### config.mk
export PLATFORM = sky130hd
export DESIGN_NAME = wbuf_fwd
export DESIGN_NICKNAME = d
export VERILOG_FILES = /design/src/rtl/wbuf_pkg.sv /design/src/rtl/wbuf_queue.sv /design/src/rtl/wbuf_cam.sv /design/src/rtl/wbuf_fwd.sv
export SDC_FILE = /design/constraint.sdc
export NUM_CORES = 1
export LEC_CHECK = 0
export ABC_AREA = 1
export BUFFER_PORTS_ARGS = -buffer_cell sky130_fd_sc_hd__buf_2
export CAP_MARGIN = 10
export CORE_UTILIZATION = 35
export CTS_BUF_LIST = sky130_fd_sc_hd__clkbuf_4 sky130_fd_sc_hd__clkbuf_8
export DETAILED_ROUTE_END_ITERATION = 12
export PLACE_DENSITY_LB_ADDON = 0.05
export SLEW_MARGIN = 40
export SYNTH_ARGS = -nofsm -noshare
export SYNTH_HDL_FRONTEND = slang
export SYNTH_SLANG_ARGS = --single-unit
export TNS_END_PERCENT = 30
### constraint.sdc
create_clock -name clk -period 7.9 [get_ports clk]
set_input_delay 1.58 -clock clk [delete_from_list [all_inputs] [get_ports clk]]
set_output_delay 1.58 -clock clk [all_outputs]
set_load 0.02 [all_outputs]
### src/rtl/wbuf_pkg.sv
package wbuf_pkg;

    localparam int unsigned WB_ADDR_W = 16;
    localparam int unsigned WB_DATA_W = 32;

    typedef logic [WB_ADDR_W-1:0] waddr_t;
    typedef logic [WB_DATA_W-1:0] wdata_t;

    typedef struct packed {
        waddr_t addr;
        wdata_t data;
    } wb_ent_t;

    typedef enum logic {
        RD_FORWARD     = 1'b0,
        RD_DRAIN_FIRST = 1'b1
    } rd_policy_e;

    function automatic logic addr_eq(input waddr_t a, input waddr_t b);
        return a == b;
    endfunction

endpackage

### src/rtl/wbuf_queue.sv
module wbuf_queue
    import wbuf_pkg::*;
#(
    parameter int unsigned DEPTH = 4,
    localparam int unsigned PW = (DEPTH > 1) ? $clog2(DEPTH) : 1,
    localparam int unsigned CW = PW + 1
) (
    input  logic                 clk,
    input  logic                 rst,
    input  logic                 push,
    input  wb_ent_t              push_ent,
    input  logic                 pop,
    output wb_ent_t [DEPTH-1:0]  slots,
    output logic [PW-1:0]        head,
    output logic [CW-1:0]        cnt
);

    logic [PW-1:0] head_q, tail_q;
    logic [CW-1:0] cnt_q;
    wb_ent_t [DEPTH-1:0] slots_q;

    function automatic logic [PW-1:0] ptr_next(input logic [PW-1:0] p);
        return (p == PW'(DEPTH - 1)) ? '0 : p + PW'(1);
    endfunction

    always_ff @(posedge clk) begin
        if (rst) begin
            head_q <= '0;
            tail_q <= '0;
            cnt_q  <= '0;
        end else begin
            if (push) tail_q <= ptr_next(tail_q);
            if (pop)  head_q <= ptr_next(head_q);
            case ({push, pop})
                2'b10:   cnt_q <= cnt_q + CW'(1);
                2'b01:   cnt_q <= cnt_q - CW'(1);
                default: cnt_q <= cnt_q;
            endcase
        end
    end

    always_ff @(posedge clk) begin
        if (push) slots_q[tail_q] <= push_ent;
    end

    assign slots = slots_q;
    assign head  = head_q;
    assign cnt   = cnt_q;


    cnt_bound_chk: assert property (@(posedge clk) disable iff (rst)
        cnt_q <= CW'(DEPTH));


    pop_nonempty_chk: assert property (@(posedge clk) disable iff (rst)
        pop |-> cnt_q != '0);


    push_room_chk: assert property (@(posedge clk) disable iff (rst)
        (push && !pop) |-> cnt_q < CW'(DEPTH));

endmodule

### src/rtl/wbuf_cam.sv
module wbuf_cam
    import wbuf_pkg::*;
#(
    parameter int unsigned DEPTH = 4,
    localparam int unsigned PW = (DEPTH > 1) ? $clog2(DEPTH) : 1,
    localparam int unsigned CW = PW + 1
) (
    input  wb_ent_t [DEPTH-1:0] slots,
    input  logic [PW-1:0]       head,
    input  logic [CW-1:0]       cnt,
    input  waddr_t              look_addr,
    output logic                hit,
    output wdata_t              hit_data
);

    logic [PW-1:0]    age_idx [DEPTH];
    logic [DEPTH-1:0] match;

    // age g = 0 is the oldest entry; larger g is younger
    for (genvar g = 0; g < DEPTH; g++) begin : g_age
        logic [PW:0] raw;
        assign raw = {1'b0, head} + (PW+1)'(g);
        assign age_idx[g] = (raw >= (PW+1)'(DEPTH)) ? PW'(raw - (PW+1)'(DEPTH))
                                                     : PW'(raw);
        assign match[g] = (CW'(g) < cnt) && addr_eq(slots[age_idx[g]].addr, look_addr);
    end

    always_comb begin
        hit      = 1'b0;
        hit_data = '0;
        for (int i = 0; i < DEPTH; i++) begin
            if (match[i]) begin
                hit      = 1'b1;
                hit_data = slots[age_idx[i]].data;
            end
        end
    end

endmodule

### src/rtl/wbuf_fwd.sv
module wbuf_fwd
    import wbuf_pkg::*;
#(
    parameter int unsigned DEPTH = 4,
    localparam int unsigned PW = (DEPTH > 1) ? $clog2(DEPTH) : 1,
    localparam int unsigned CW = PW + 1
) (
    input  logic                 clk,
    input  logic                 rst,
    input  logic                 wr_valid,
    input  logic [WB_ADDR_W-1:0] wr_addr,
    input  logic [WB_DATA_W-1:0] wr_data,
    output logic                 wr_ready,
    input  logic                 rd_req,
    input  logic [WB_ADDR_W-1:0] rd_addr,
    input  logic                 rd_policy,
    output logic                 rd_hit,
    output logic [WB_DATA_W-1:0] rd_data,
    output logic                 rd_go,
    output logic                 mem_valid,
    output logic [WB_ADDR_W-1:0] mem_addr,
    output logic [WB_DATA_W-1:0] mem_data,
    input  logic                 mem_ack,
    output logic                 full,
    output logic                 empty
);

    wb_ent_t [DEPTH-1:0] slots;
    logic [PW-1:0]       head;
    logic [CW-1:0]       cnt;
    logic                push, pop;
    wb_ent_t             push_ent;
    logic                cam_hit;
    wdata_t              cam_data;
    rd_policy_e          policy;
    logic                fwd_en;

    assign full     = (cnt == CW'(DEPTH));
    assign empty    = (cnt == '0);
    assign wr_ready = !full;
    assign push     = wr_valid && wr_ready;
    assign push_ent = '{addr: wr_addr, data: wr_data};
    assign mem_valid = !empty;
    assign pop      = mem_valid && mem_ack;
    assign mem_addr = slots[head].addr;
    assign mem_data = slots[head].data;

    wbuf_queue #(.DEPTH(DEPTH)) u_queue (
        .clk      (clk),
        .rst      (rst),
        .push     (push),
        .push_ent (push_ent),
        .pop      (pop),
        .slots    (slots),
        .head     (head),
        .cnt      (cnt)
    );

    wbuf_cam #(.DEPTH(DEPTH)) u_cam (
        .slots     (slots),
        .head      (head),
        .cnt       (cnt),
        .look_addr (rd_addr),
        .hit       (cam_hit),
        .hit_data  (cam_data)
    );

    assign policy  = rd_policy_e'(rd_policy);
    assign fwd_en  = (policy == RD_FORWARD);
    assign rd_hit  = rd_req && fwd_en && cam_hit;
    assign rd_data = rd_hit ? cam_data : '0;
    assign rd_go   = rd_req && (fwd_en ? !cam_hit : empty);


    drain_first_go_chk: assert property (@(posedge clk) disable iff (rst)
        (rd_policy && rd_go) |-> empty);


    hit_go_excl_chk: assert property (@(posedge clk) disable iff (rst)
        !(rd_hit && rd_go));


    head_hold_chk: assert property (@(posedge clk) disable iff (rst)
        (mem_valid && !mem_ack) |=> mem_valid && $stable(mem_addr) && $stable(mem_data));


    full_hold_chk: assert property (@(posedge clk) disable iff (rst)
        (full && !mem_ack) |=> full);


    occ_steady_chk: assert property (@(posedge clk) disable iff (rst)
        (push && pop) |=> $stable(full) && $stable(empty));

endmodule

==> impl_metrics.json <==
{
  "area_growth_pct": 11.5,
  "grt_pass1_vias": 11673,
  "clock-root-buffer": "clkbuf_8",
  "cts_tree": "built",
  "max_stage_delay_ns": 0.52,
  "ys_warn_count": 0,
  "dieHeight_um": 197,
  "synth.most_common_cell": "nand2_1",
  "grt_pass1_wl_mm": 67.3,
  "clkSinkCount": 199,
  "power.leakage_uw": 0.00643,
  "crit_path_top_delay_cell": "buf_4",
  "worst_hold_path_type": "reg -> reg",
  "netlist-cell-type-count": 29,
  "final_nets": 1990,
  "vias": 12657,
  "crit_arrival_ns": 4.92,
  "start_kind": "register",
  "max_freq_ghz": 0.154,
  "worstPathRequired_ns": 6.32,
  "design.core.area_um2": 37500,
  "maxCapViolCount": 0,
  "finalCriticalPeriod_ns": 6.50,
  "grt.met1_usage_pct": 29.9,
  "ios": 156,
  "via_per_inst": 5.20,
  "cp_max_fo": 61,
  "synth_enable_flop_cells": 192,
  "dp_hpwl_mm": 28.5,
  "worstMarginPinSlew_ns": 0.815,
  "routed_wl_mm": 44.1,
  "crit_type": "reg -> out",
  "yosysTopAreaCellShare_pct": 43.4,
  "die_area_um2": 38800,
  "fillers": 4001,
  "drc": 0,
  "ys_seq_area_share_pct": 44.4,
  "post-route-period-util_pct": 82.2,
  "clk_latency_ns": 0.52,
  "critPathTopFamily": "buffers and inverters",
  "fp-row-count": 71,
  "fin_setup_tns_ns": 0,
  "ctsResizeCount": 0,
  "busiest_layer": "met2",
  "synth_top_flop_cell": "edfxtp_1",
  "grt_util_met3_pct": 3.90,
  "h-tree-depth": 4,
  "fin_ws_ns": 1.40,
  "grtUsageMet2_pct": 40.1,
  "ys_ff_latch": 199,
  "status": "complete, no violations",
  "firstDrtPassIters": 5,
  "power.total_uw": 4300,
  "crit_path_frequent_cell": "buf_4",
  "drive_gt1_share_pct": 12.1,
  "yosys-top-cells-area": "edfxtp_1, nand2_1, o21ai_0",
  "end_kind": "output pin",
  "cp.buffers_inverters": 7,
  "fp.dieW_um": 197,
  "track_usage_pct": 23.2,
  "avgSynthCellArea_um2": 7.23,
  "initial_utilization_pct": 35.5,
  "antenna_found_initial": 3,
  "ir_drop_mv": 0.115,
  "place_congestion": 0.834,
  "crit_path_cell_trace": "buf_4 > ha_1 > inv_4 > buf_4 > nand3_1 > nand2_1 > xor2_1 > nor2_2 > buf_4 > nand3_2 > buf_4 > nand2_1 > inv_2 > nand2_4 > nand4_1 > nor2_1 > buf_2",
  "drt_iter0_drc": 775,
  "cts_max_path_buffers": 2,
  "grt_start_max_net_pins": 198,
  "portBuffers": 155,
  "syn_nets": 1919,
  "fin_skew_ns": 0.0209,
  "drv_slew": 0,
  "cts-buffers-inserted": 17,
  "synth_area_leader_cell": "edfxtp_1",
  "maxSlewHeadroom_pct": 45.6,
  "setup_viol": 0,
  "place_area_um2": 14400,
  "power.density_nw_per_um2": 290,
  "post_drt_wl_per_cell_um": 18.1,
  "clk_pin_slew_ns": 0.11,
  "gr-total-overflow": 0,
  "hold_viol": 0,
  "syn_area_um2": 13300,
  "pre_cts_ws_ns": 1.90,
  "cts-hold-fix-buffers": 0,
  "async_reset_ff_share_pct": 0,
  "synthesis.instances": 1839,
  "antenna_left": 0,
  "post_cts.repair.setup_buffers": 0,
  "fin_area_um2": 14800,
  "rsz0062_at_grt": "false",
  "synthTopCellsByCount": "nand2_1, o21ai_0, nand3_1"
}
tightest hold or removal path: stages, from the launching register on:
cell and delay (ns):
dfxtp_1 0.35, inv_1 0.10, a211oi_1 0.08
placed cells by master (no fill, tap or decap), drive strengths merged:
| master | Yosys | final |
|---|---|---|
| dfxtp | 7 | 7 |
| buf | 55 | 180 |
| nand2 | 632 | 632 |
| nor2 | 82 | 82 |
| ha | 10 | 10 |
| nor3 | 1 | 1 |
| a211oi | 4 | 4 |
| inv | 125 | 129 |
| clkbuf | 74 | 19 |
| a21oi | 40 | 40 |
| and3 | 1 | 1 |
| o21bai | 1 | 1 |
| nand3 | 212 | 212 |
| edfxtp | 192 | 192 |
| clkinv | 1 | 7 |
| clkinvlp | 0 | 3 |
| o21ai | 295 | 295 |
| diode | 0 | 1 |
| o211ai | 5 | 5 |
| bufinv | 0 | 1 |
| o21a | 1 | 1 |
| nand4 | 96 | 96 |
| xor2 | 5 | 5 |
stage by stage:
stage          instances  util (%)  hold slack, ns
2_1_floorplan       1839         -           0.498
3_3_place_gp        2398      38.2           0.545
3_5_place_dp        2401      38.5           0.542
4_1_cts             2433      39.4           0.558
5_1_grt             2435      39.5           0.608
6_report            2435      39.5           0.561
power breakdown:
part	internal (uW)	total, uW	switching (uW)
clock network	254	648	393
registers	1250	1290	36.0
logic	646	2360	1720
path summary, 6_finish.rpt:
path	startpoint	to	slack (ns)	depth (start not counted)
worst max-delay path	u_queue.head[1]$_SDFFE_PP0P_	rd_data[6]	1.40	17
worst min-delay path	u_queue.tail_q[1]$_SDFFE_PP0P_	u_queue.tail_q[1]$_SDFFE_PP0P_	0.56	2
worst max register to register	u_queue.cnt[0]$_SDFFE_PP0P_	u_queue.slots[99]$_DFFE_PP_	5.13	6
worst min register to register	u_queue.tail_q[1]$_SDFFE_PP0P_	u_queue.tail_q[1]$_SDFFE_PP0P_	0.56	2
registers in the layout, summed over array words and instances (netlist names):
name            count
u_queue.tail_q      2
u_queue.cnt         3
u_queue.slots     192
u_queue.head        2
area by class of cell:
cell class              instances  area [um^2]  area share, %
repair buffers                181         1060           7.16
well taps                     511          639           4.31
inverters                     126          483           3.26
clock inverters                14          125          0.844
diodes                          1         2.50         0.0169
clock buffers                  18          241           1.63
multi-input cells            1385         6360           42.9
flip-flops and latches        199         5910           39.9
metal layers:
layer	vias to the layer above	wire length [um]
met1	5897	19900
met5	-	27
met4	4	653
met2	299	21600
li1	6409	-
met3	48	1950
kinds of logic after synthesis:
kind of cell / share of synthesized area, %
AND/OR/NAND/NOR: 33.0
AO/OA/AOI/OAI: 13.2
buffers and inverters: 8.06
flip-flops: 44.4
adder cells (fa/ha/maj): 0.941
XOR/XNOR: 0.329
(Power assumes the default switching activity.)
